## src/rtl/atom_pkg.sv

```systemverilog
package atom_pkg;

    localparam int WORD_W = 32;

    typedef enum logic [1:0] {
        OP_LOAD  = 2'd0,
        OP_STORE = 2'd1,
        OP_TAS   = 2'd2,
        OP_CAS   = 2'd3
    } op_e;

    typedef enum logic [1:0] {
        ST_IDLE  = 2'd0,
        ST_READ  = 2'd1,
        ST_WRITE = 2'd2
    } phase_e;

    typedef struct packed {
        logic              we;
        logic [WORD_W-1:0] data;
        logic              ok;
    } rmw_t;

    function automatic logic is_atomic(op_e op);
        return (op == OP_TAS) || (op == OP_CAS);
    endfunction

    // Decide the conditional write of an atomic operation from the old word.
    function automatic rmw_t rmw_eval(op_e op, logic [WORD_W-1:0] old,
                                      logic [WORD_W-1:0] newval,
                                      logic [WORD_W-1:0] expect_val);
        rmw_t r;
        r.we   = 1'b0;
        r.data = newval;
        r.ok   = 1'b1;
        case (op)
            OP_TAS: begin
                r.ok   = (old == '0);
                r.we   = r.ok;
                r.data = WORD_W'(1);
            end
            OP_CAS: begin
                r.ok   = (old == expect_val);
                r.we   = r.ok;
                r.data = newval;
            end
            default: ;
        endcase
        return r;
    endfunction

endpackage

```

## src/rtl/atom_rr_arbiter.sv

```systemverilog
module atom_rr_arbiter #(
    parameter int N    = 3,
    parameter int ID_W = (N > 1) ? $clog2(N) : 1
) (
    input  logic            clk,
    input  logic            rst,
    input  logic [N-1:0]    valid,
    input  logic            advance,
    output logic [N-1:0]    grant,
    output logic [ID_W-1:0] grant_idx,
    output logic            any
);
    logic [ID_W-1:0] ptr_q;

    always_comb begin
        grant     = '0;
        grant_idx = '0;
        any       = 1'b0;
        for (int k = 0; k < N; k++) begin
            int c;
            c = (int'(ptr_q) + k) % N;
            if (!any && valid[c]) begin
                any       = 1'b1;
                grant[c]  = 1'b1;
                grant_idx = ID_W'(c);
            end
        end
    end

    always_ff @(posedge clk) begin
        if (rst) begin
            ptr_q <= '0;
        end else if (advance) begin
            if (grant_idx == ID_W'(N - 1)) ptr_q <= '0;
            else                           ptr_q <= grant_idx + 1'b1;
        end
    end

    assert_grant_onehot_R1: assert property (@(posedge clk) disable iff (rst)
        $onehot0(grant));

    assert_grant_is_valid_R1: assert property (@(posedge clk) disable iff (rst)
        ((grant & ~valid) == '0));

endmodule

```

## src/rtl/atom_word_mem.sv

```systemverilog
module atom_word_mem #(
    parameter int WORDS = 16,
    parameter int IDX_W = (WORDS > 1) ? $clog2(WORDS) : 1
) (
    input  logic                      clk,
    input  logic                      rst,
    input  logic                      we,
    input  logic [IDX_W-1:0]          waddr,
    input  logic [atom_pkg::WORD_W-1:0] wdata,
    input  logic [IDX_W-1:0]          raddr,
    output logic [atom_pkg::WORD_W-1:0] rdata
);
    logic [atom_pkg::WORD_W-1:0] cells [WORDS];

    always_ff @(posedge clk) begin
        if (rst) begin
            for (int i = 0; i < WORDS; i++) cells[i] <= '0;
        end else if (we) begin
            cells[waddr] <= wdata;
        end
    end

    assign rdata = cells[raddr];

endmodule

```

## src/rtl/atom_engine.sv

```systemverilog
module atom_engine
    import atom_pkg::*;
#(
    parameter int IDX_W = 4,
    parameter int ID_W  = 2
) (
    input  logic              clk,
    input  logic              rst,
    input  logic              acc,
    input  logic [ID_W-1:0]   acc_id,
    input  op_e               acc_op,
    input  logic [IDX_W-1:0]  acc_idx,
    input  logic [WORD_W-1:0] acc_wdata,
    input  logic [WORD_W-1:0] acc_cmp,
    output logic              idle,
    output logic [IDX_W-1:0]  mem_raddr,
    input  logic [WORD_W-1:0] mem_rdata,
    output logic              mem_we,
    output logic [IDX_W-1:0]  mem_waddr,
    output logic [WORD_W-1:0] mem_wdata,
    output logic              rsp_valid,
    output logic [ID_W-1:0]   rsp_id,
    output logic [WORD_W-1:0] rsp_old,
    output logic              rsp_ok
);
    phase_e            phase_q;
    logic [ID_W-1:0]   h_id;
    op_e               h_op;
    logic [IDX_W-1:0]  h_idx;
    logic [WORD_W-1:0] h_wdata;
    logic [WORD_W-1:0] h_cmp;
    logic [WORD_W-1:0] old_q;
    rmw_t              decide;

    assign idle      = (phase_q == ST_IDLE);
    assign mem_raddr = idle ? acc_idx : h_idx;
    assign decide    = rmw_eval(h_op, old_q, h_wdata, h_cmp);

    always_comb begin
        mem_we    = 1'b0;
        mem_waddr = acc_idx;
        mem_wdata = acc_wdata;
        if (idle && acc && acc_op == OP_STORE) begin
            mem_we = 1'b1;
        end else if (phase_q == ST_WRITE) begin
            mem_we    = decide.we;
            mem_waddr = h_idx;
            mem_wdata = decide.data;
        end
    end

    always_ff @(posedge clk) begin
        if (rst) begin
            phase_q   <= ST_IDLE;
            h_id      <= '0;
            h_op      <= OP_LOAD;
            h_idx     <= '0;
            h_wdata   <= '0;
            h_cmp     <= '0;
            old_q     <= '0;
            rsp_valid <= 1'b0;
            rsp_id    <= '0;
            rsp_old   <= '0;
            rsp_ok    <= 1'b0;
        end else begin
            rsp_valid <= 1'b0;
            case (phase_q)
                ST_IDLE: begin
                    if (acc) begin
                        if (is_atomic(acc_op)) begin
                            h_id    <= acc_id;
                            h_op    <= acc_op;
                            h_idx   <= acc_idx;
                            h_wdata <= acc_wdata;
                            h_cmp   <= acc_cmp;
                            phase_q <= ST_READ;
                        end else begin
                            rsp_valid <= 1'b1;
                            rsp_id    <= acc_id;
                            rsp_old   <= mem_rdata;
                            rsp_ok    <= 1'b1;
                        end
                    end
                end
                ST_READ: begin
                    old_q   <= mem_rdata;
                    phase_q <= ST_WRITE;
                end
                ST_WRITE: begin
                    rsp_valid <= 1'b1;
                    rsp_id    <= h_id;
                    rsp_old   <= old_q;
                    rsp_ok    <= decide.ok;
                    phase_q   <= ST_IDLE;
                end
                default: phase_q <= ST_IDLE;
            endcase
        end
    end

    assert_plain_latency_R2: assert property (@(posedge clk) disable iff (rst)
        (acc && idle && !is_atomic(acc_op)) |=> rsp_valid);

    assert_atomic_latency_R7: assert property (@(posedge clk) disable iff (rst)
        (acc && idle && is_atomic(acc_op)) |=> !rsp_valid ##1 !rsp_valid ##1 rsp_valid);

    assert_tas_keeps_word_R4: assert property (@(posedge clk) disable iff (rst)
        (phase_q == ST_WRITE && h_op == OP_TAS && old_q != '0) |-> !mem_we);

    assert_cas_swaps_R6: assert property (@(posedge clk) disable iff (rst)
        (phase_q == ST_WRITE && h_op == OP_CAS && old_q == h_cmp)
            |-> (mem_we && mem_wdata == h_wdata && mem_waddr == h_idx));

endmodule

```

## src/rtl/atomic_rmw_unit.sv

```systemverilog
module atomic_rmw_unit
    import atom_pkg::*;
#(
    parameter int NREQ   = 3,
    parameter int ADDR_W = 6,
    parameter int ID_W   = (NREQ > 1) ? $clog2(NREQ) : 1
) (
    input  logic                           clk,
    input  logic                           rst,
    input  logic [NREQ-1:0]                req_valid,
    output logic [NREQ-1:0]                req_ready,
    input  logic [NREQ-1:0][1:0]           req_op,
    input  logic [NREQ-1:0][ADDR_W-1:0]    req_addr,
    input  logic [NREQ-1:0][WORD_W-1:0]    req_wdata,
    input  logic [NREQ-1:0][WORD_W-1:0]    req_cmp,
    output logic                           rsp_valid,
    output logic [ID_W-1:0]                rsp_id,
    output logic [WORD_W-1:0]              rsp_old,
    output logic                           rsp_ok
);
    localparam int IDX_W = ADDR_W - 2;
    localparam int WORDS = 1 << IDX_W;

    logic [NREQ-1:0]   grant;
    logic [ID_W-1:0]   grant_idx;
    logic              any_valid;
    logic              idle;
    logic              acc;
    op_e               sel_op;
    logic [IDX_W-1:0]  sel_idx;
    logic [WORD_W-1:0] sel_wdata;
    logic [WORD_W-1:0] sel_cmp;
    logic [IDX_W-1:0]  m_raddr;
    logic [WORD_W-1:0] m_rdata;
    logic              m_we;
    logic [IDX_W-1:0]  m_waddr;
    logic [WORD_W-1:0] m_wdata;

    atom_rr_arbiter #(.N(NREQ), .ID_W(ID_W)) u_arb (
        .clk(clk), .rst(rst), .valid(req_valid), .advance(acc),
        .grant(grant), .grant_idx(grant_idx), .any(any_valid)
    );

    assign acc       = idle && any_valid;
    assign req_ready = idle ? grant : '0;

    always_comb begin
        sel_op    = OP_LOAD;
        sel_idx   = '0;
        sel_wdata = '0;
        sel_cmp   = '0;
        for (int i = 0; i < NREQ; i++) begin
            if (grant[i]) begin
                sel_op    = op_e'(req_op[i]);
                sel_idx   = req_addr[i][ADDR_W-1:2];
                sel_wdata = req_wdata[i];
                sel_cmp   = req_cmp[i];
            end
        end
    end

    atom_engine #(.IDX_W(IDX_W), .ID_W(ID_W)) u_eng (
        .clk(clk), .rst(rst), .acc(acc), .acc_id(grant_idx), .acc_op(sel_op),
        .acc_idx(sel_idx), .acc_wdata(sel_wdata), .acc_cmp(sel_cmp), .idle(idle),
        .mem_raddr(m_raddr), .mem_rdata(m_rdata), .mem_we(m_we),
        .mem_waddr(m_waddr), .mem_wdata(m_wdata), .rsp_valid(rsp_valid),
        .rsp_id(rsp_id), .rsp_old(rsp_old), .rsp_ok(rsp_ok)
    );

    atom_word_mem #(.WORDS(WORDS), .IDX_W(IDX_W)) u_mem (
        .clk(clk), .rst(rst), .we(m_we), .waddr(m_waddr), .wdata(m_wdata),
        .raddr(m_raddr), .rdata(m_rdata)
    );

    assert_port_locked_R8: assert property (@(posedge clk) disable iff (rst)
        (acc && is_atomic(sel_op)) |=> (req_ready == '0) ##1 (req_ready == '0));

    assert_ready_follows_valid_R1: assert property (@(posedge clk) disable iff (rst)
        ((req_ready & ~req_valid) == '0));

endmodule

```

## config.mk

```make
export PLATFORM = sky130hd
export DESIGN_NAME = atomic_rmw_unit
export DESIGN_NICKNAME = d
export VERILOG_FILES = /design/src/rtl/atom_pkg.sv /design/src/rtl/atom_rr_arbiter.sv /design/src/rtl/atom_word_mem.sv /design/src/rtl/atom_engine.sv /design/src/rtl/atomic_rmw_unit.sv
export SDC_FILE = /design/constraint.sdc
export NUM_CORES = 1
export LEC_CHECK = 0
export BUFFER_PORTS_ARGS = -buffer_cell sky130_fd_sc_hd__buf_2
export CAP_MARGIN = 10
export CELL_PAD_IN_SITES_DETAIL_PLACEMENT = 0
export CELL_PAD_IN_SITES_GLOBAL_PLACEMENT = 2
export CORE_ASPECT_RATIO = 0.9
export CORE_UTILIZATION = 33
export CTS_CLUSTER_DIAMETER = 40
export CTS_CLUSTER_SIZE = 12
export DETAILED_ROUTE_END_ITERATION = 16
export PLACE_DENSITY_LB_ADDON = 0.1
export SYNTH_ARGS = -nofsm -noshare
export SYNTH_HDL_FRONTEND = slang
export SYNTH_SLANG_ARGS = --single-unit
```

## constraint.sdc

```tcl
create_clock -name clk -period 5.4 [get_ports clk]
set_input_delay 1.08 -clock clk [delete_from_list [all_inputs] [get_ports clk]]
set_output_delay 1.08 -clock clk [all_outputs]
set_load 0.01 [all_outputs]
```

### Yosys cells after proc, flatten, opt, wreduce, memory -nomap -nowiden

Memory sizes are Yosys's and may differ from the RTL's.
Cells that the tools add are included.

* add/sub/neg operators: 3
* multiply operators: 0
* divide/modulo/power cells: 3
* magnitude comparators: 6
* equality and inequality tests: 12
* shift-type cells: 0
* muxes and demuxes: 69
* bitwise gates (word level): 2
* reduce and logical (&&, ||, !) cells: 18

Operator list (count)
* 2-to-1 mux 32 bit: 11
* greater-or-equal comparator 32 x 1 -> 1 bit, second input constant: 3
* < comparator 32 x 4 -> 1 bit, second input constant: 3
* one-hot mux 34 bit (2 select lines): 1
* modulo 32 x 3 -> 32 bit, second input constant: 2
* one-hot mux 32 bit (2 select lines): 1
* == test 32 bit: 1
* zero test 32 bit: 1
* modulo 3 x 3 -> 32 bit, second input constant: 1
* OR reduction 32 bit: 1
* 2-to-1 mux 4 bit: 7
* 2-to-1 mux 1 bit: 24
* 2-to-1 mux 2 bit: 11
* == test 2 bit, second input constant: 6
* 2-to-1 mux 3 bit: 4
* logical AND 1 bit: 8
* one-hot mux 2 bit (2 select lines): 2
* binary-select mux 1 bit (select 2 bit): 3
* demux 1 bit (select 2 bit): 3
* OR 3 bit: 2
* AND reduction 3 bit: 2
* == test 2 x 1 -> 1 bit, second input constant: 2
* != test 2 x 1 -> 1 bit, second input constant: 2
* one-hot mux 1 bit (2 select lines): 2
* other kinds (9): 10

* bits in registers: 144
* bits in latches: 0
* RAM bits: 512
* ROM bits: 0
* bits of input ports: 221
* logic and storage cells: 126
* memories: 1

Memory list
* u_mem.cells: depth 16, bits a word 32, read ports 1, clocked after Yosys merged registers in 0, write ports 16, RTL line atom_word_mem.sv:13 `logic [atom_pkg::WORD_W-1:0] cells [WORDS];`

### Depth between registers and ports, before layout

* word-level depth: 22
* gate-level depth with buffers: 19
* depth with buffers taken out: 12

### Modules after synthesis

A second synthesis with hierarchy kept.

* cells, all modules: 2570
* area total of the unflattened synthesis: 31699.2 µm²

By module, submodules not included
* atom_word_mem: times used 1, cells each 1416, area an instance 22864.4 µm², seq. area each 15374.7 µm²
* atom_engine: times used 1, cells each 777, area an instance 6279.8 µm², seq. area each 2842.7 µm²
* atomic_rmw_unit: times used 1, cells each 322, area an instance 2109.5 µm², seq. area each 0.0 µm²
* atom_rr_arbiter: times used 1, cells each 55, area an instance 445.4 µm², seq. area each 40.0 µm²

### Worst setup path before layout

Ideal clock, no wire load.

* path kind: input port to flip-flop
* start: in req_valid[2]
* end: mem u_mem.cells[10][0] in the netlist's numbering (enable)
* setup time: 0.394 ns
* data arrival time: 4.035 ns
* required time: 5.006 ns
* slack: 0.971 ns
* stages: 12
* path through: buf_2 -> mux2i_1 -> o21ai_2 -> nand2_1 -> and2_1 -> buf_2 -> a311o_1 -> a31oi_1 -> nor2b_1 -> nor3b_1 -> nand2_1 -> nand2b_1

RTL lines
* start: declaration: RTL line atomic_rmw_unit.sv:10 `input logic [NREQ-1:0] req_valid,`
* end: declaration: RTL line atom_word_mem.sv:13

==> results.py <==
metrics = {
    "routing": {
        "via_per_inst": 5.59,
        "drc": 0,
        "num_vias": 24800,
        "dr.first_iter.drc_count": 2153,
        "first_pass_iters": 5,
        "wl_per_cell_um": 26.6,
        "routed_wl_um": 118000,
        "antenna_left": 0,
    },
    "clock_network": {
        "hold_buffers": 0,
        "clock_path_buffers": 3,
        "clk_pin_slew_ns": 0.06,
        "clockRootBuffer": "clkbuf_16",
        "cts_setup_buffers": 0,
        "cts_tree": "built",
        "clkLatencyLatePin_ns": 0.68,
        "cts_buffers": 105,
        "post_cts_resized": 0,
        "htree_levels": 3,
        "clock-sinks": 656,
    },
    "power_and_ir_drop": {
        "p_leak_nw": 14.2,
        "power.internal_mw": 15.2,
        "p_comb_share_pct": 51.9,
        "clkPwrFrac_pct": 24.8,
        "power.net_switching_mw": 13.9,
        "switching_share_pct": 47.8,
        "pwr-share-seq_pct": 23.3,
        "power_density_nw_per_um2": 777,
        "vdd_drop_max_v": 0.000649,
    },
    "timing": {
        "max_freq_ghz": 0.208,
        "period_minus_slack_ns": 4.81,
        "skew_ns": 0.0268,
        "rsz0062_at_grt": "false",
        "period_share_pct": 89.1,
        "setup_viol": 0,
        "maxSlewViolCount": 0,
        "finalSetupTns_ns": 0,
        "worstMarginPinSlew_ns": 0.854,
        "hold_viol_final": 0,
        "slew_headroom_pct": 43.1,
    },
    "synthesis": {
        "syn_area_per_cell_um2": 10.5,
        "synth.area.top_cells": "edfxtp_1 50%, dfxtp_1 9.4%, nor2_1 7.8%",
        "synth_ff_type": "edfxtp_1",
        "synth_nets": 3146,
        "synth_cell_types": 62,
        "yosysTopAreaCell": "edfxtp_1",
        "yosysTopAreaCellShare_pct": 50.0,
        "synth-async-reset-ratio_pct": 0,
        "synth_edf_count": 512,
        "synth-warning-count": 0,
        "synth_seq_cells": 656,
        "netlist_area_um2": 30800,
        "ys_seq_area_share_pct": 59.4,
        "syn-instance-count": 2921,
    },
    "floorplanning": {
        "rows": 105,
        "coreArea_um2": 91700,
        "die_height_um": 292,
        "initial_utilization_pct": 33.5,
        "die_w_um": 324,
        "die-area_um2": 94400,
        "io_pins": 260,
    },
    "global_route": {
        "antenna_found_initial": 2,
        "grt-ovfl-total": 0,
        "grt_pass1_wl_um": 170000,
        "grt_max_degree": 109,
        "grtUsageTotal_pct": 24.7,
        "grt_pass1_vias": 24500,
    },
    "placement": {
        "portBuffers": 253,
        "place_congestion": 0.807,
        "placedCellCount": 4233,
        "dp_hpwl_um": 73300,
    },
    "min_path": {
        "worst_hold_path_type": "reg2reg",
    },
    "critical_path": {
        "cp-end-kind": "flop",
        "cp_max_fo": 14,
        "crit_type": "reg2reg",
        "required_ns": 5.76,
        "critPathArrivalTime_ns": 5.17,
        "crit_path_start_kind": "flop",
    },
    "layout": {
        "fillCellCount": 8970,
        "n_antenna_cell": 0,
        "num-nets-final": 3335,
        "finalNonFillerCells": 4432,
        "final_layout_size_suffix_gt1_share_pct": 19.1,
        "area_growth_pct": 21.8,
    },
    "run": {
        "drv_cap": 0,
    },
    "run_status": {
        "outcome": "completed",
    },
}
[cells by family after synthesis]
kind of cell             after synthesis  synth area share [%]
AND/OR/NAND/NOR                     1242                  18.1
flip-flops                           656                  59.4
AO/OA/AOI/OAI                        599                  14.7
buffers and inverters                316                  4.40
multiplexers                          72                  2.36
XOR/XNOR                              32                 0.911
adder cells (fa/ha/maj)                4                 0.163
[cells in the final DEF, fill, tap and decap left out, types with 6 or more instances in the layout]
master      instances
a2111oi_0         193
a21oi_1            73
a22oi_1            65
a311oi_1           33
a31oi_1           100
and3_1            195
buf_12             20
buf_2             252
buf_4             118
bufinv_16          19
clkbuf_1            9
clkbuf_16         109
clkbuf_8            6
clkinv_1           10
clkinv_2           19
clkinv_4            8
clkinvlp_4          8
dfxtp_1           144
edfxtp_1          512
inv_1               8
mux2i_1            70
nand2_1           227
nand2b_1            6
nand2b_2           16
nand3_1            71
nand4_1             8
nor2_1            637
nor2b_1            11
nor4_1             10
o21ai_1            33
o221ai_1           33
o22a_1             33
or4_1              33
xnor2_1            29
[final timing paths]
path / startpoint / to / slack [ns] / cells after the start
max reg2reg: u_arb.ptr_q[0]$_SDFFE_PP0P_ / u_mem.cells[11][24]$_SDFFCE_PN0P_ / 0.59 / 13
min reg2reg: u_eng.h_wdata[17]$_SDFFE_PP0P_ / u_eng.h_wdata[17]$_SDFFE_PP0P_ / 0.45 / 2
min: u_eng.h_wdata[17]$_SDFFE_PP0P_ / u_eng.h_wdata[17]$_SDFFE_PP0P_ / 0.45 / 2
max: u_arb.ptr_q[0]$_SDFFE_PP0P_ / u_mem.cells[11][24]$_SDFFCE_PN0P_ / 0.59 / 13
[cells in the mapped netlist, drive strengths merged, types with 10 or more instances]
library cell / count
a2111oi: 194
a21oi: 74
a22oi: 67
a311oi: 33
a31oi: 100
and3: 195
buf: 69
clkbuf: 239
dfxtp: 144
edfxtp: 512
mux2i: 70
nand2: 229
nand2b: 22
nand3: 72
nor2: 641
nor2b: 12
nor4: 10
o21ai: 40
o221ai: 33
o22a: 33
or4: 33
xnor2: 29
[power groups by stage]
stage | clock network (mW) | logic (mW) | registers, mW
finish | 7.23 | 15.1 | 6.79
global route | 7.56 | 16.1 | 6.86
CTS | 7.34 | 15.3 | 6.78
detailed placement | 0 | 15.2 | 6.87
global placement | 0 | 15.1 | 6.85
floorplan | 0 | 8.95 | 6.67
[stage by stage]
step / instance area, µm² / worst slack, ns / hold slack [ns] / total power, mW / utilization, %
after floorplan: 30800 / 0.971 / 0.436 / 15.6 / -
after global placement: 33700 / 0.411 / 0.443 / 22.0 / 36.7
after detailed placement: 33700 / 0.349 / 0.447 / 22.1 / 36.7
after CTS: 37500 / 0.561 / 0.454 / 29.4 / 40.9
after global routing: 37500 / 0.262 / 0.469 / 30.5 / 40.9
final: 37500 / 0.590 / 0.452 / 29.1 / 40.9
[area by class of cell]
cell class | instances | area, µm² | area share (%)
clock buffers | 124 | 2840 | 7.59
clock inverters | 75 | 967 | 2.58
inverters | 8 | 30.0 | 0.0801
multi-input cells | 1949 | 11300 | 30.1
flip-flops and latches | 656 | 18300 | 48.7
well taps | 1230 | 1540 | 4.11
repair buffers | 390 | 2550 | 6.80
[worst max-delay path, cell delays in order (launching register included)]
cell and delay, ns:
dfxtp_1 0.38, inv_1 0.08, ha_1 0.48, mux2_4 0.36, a211o_1 0.36, a32oi_4 0.45, o221ai_1 0.39, a21oi_1 0.45
a21oi_1 0.26, nor3b_1 0.31, buf_4 0.18, nand2_1 0.07, nand2b_2 0.46, buf_12 0.25
[state kept, by name, summed over array words and instances, names as in the netlist]
register         flops
u_eng.rsp_old       32
u_eng.h_wdata       32
u_arb.ptr_q          2
u_eng.h_op           2
u_eng.old_q         32
u_eng.h_id           2
u_mem.cells        512
u_eng.h_cmp         32
u_eng.rsp_id         2
u_eng.h_idx          4
u_eng.phase_q        2
u_eng.rsp_valid      1
u_eng.rsp_ok         1
[metal layers]
| layer | GRT usage, % | up-vias | part of all wire [%] |
|---|---|---|---|
| met5 | 0 | - | 0 |
| li1 | - | 11300 | - |
| met4 | 6.14 | 0 | 2.2 |
| met2 | 40.6 | 797 | 48 |
| met1 | 34.1 | 12500 | 44 |
| met3 | 3.36 | 124 | 5.7 |
No activity file was read; power rests on OpenSTA's default activity.
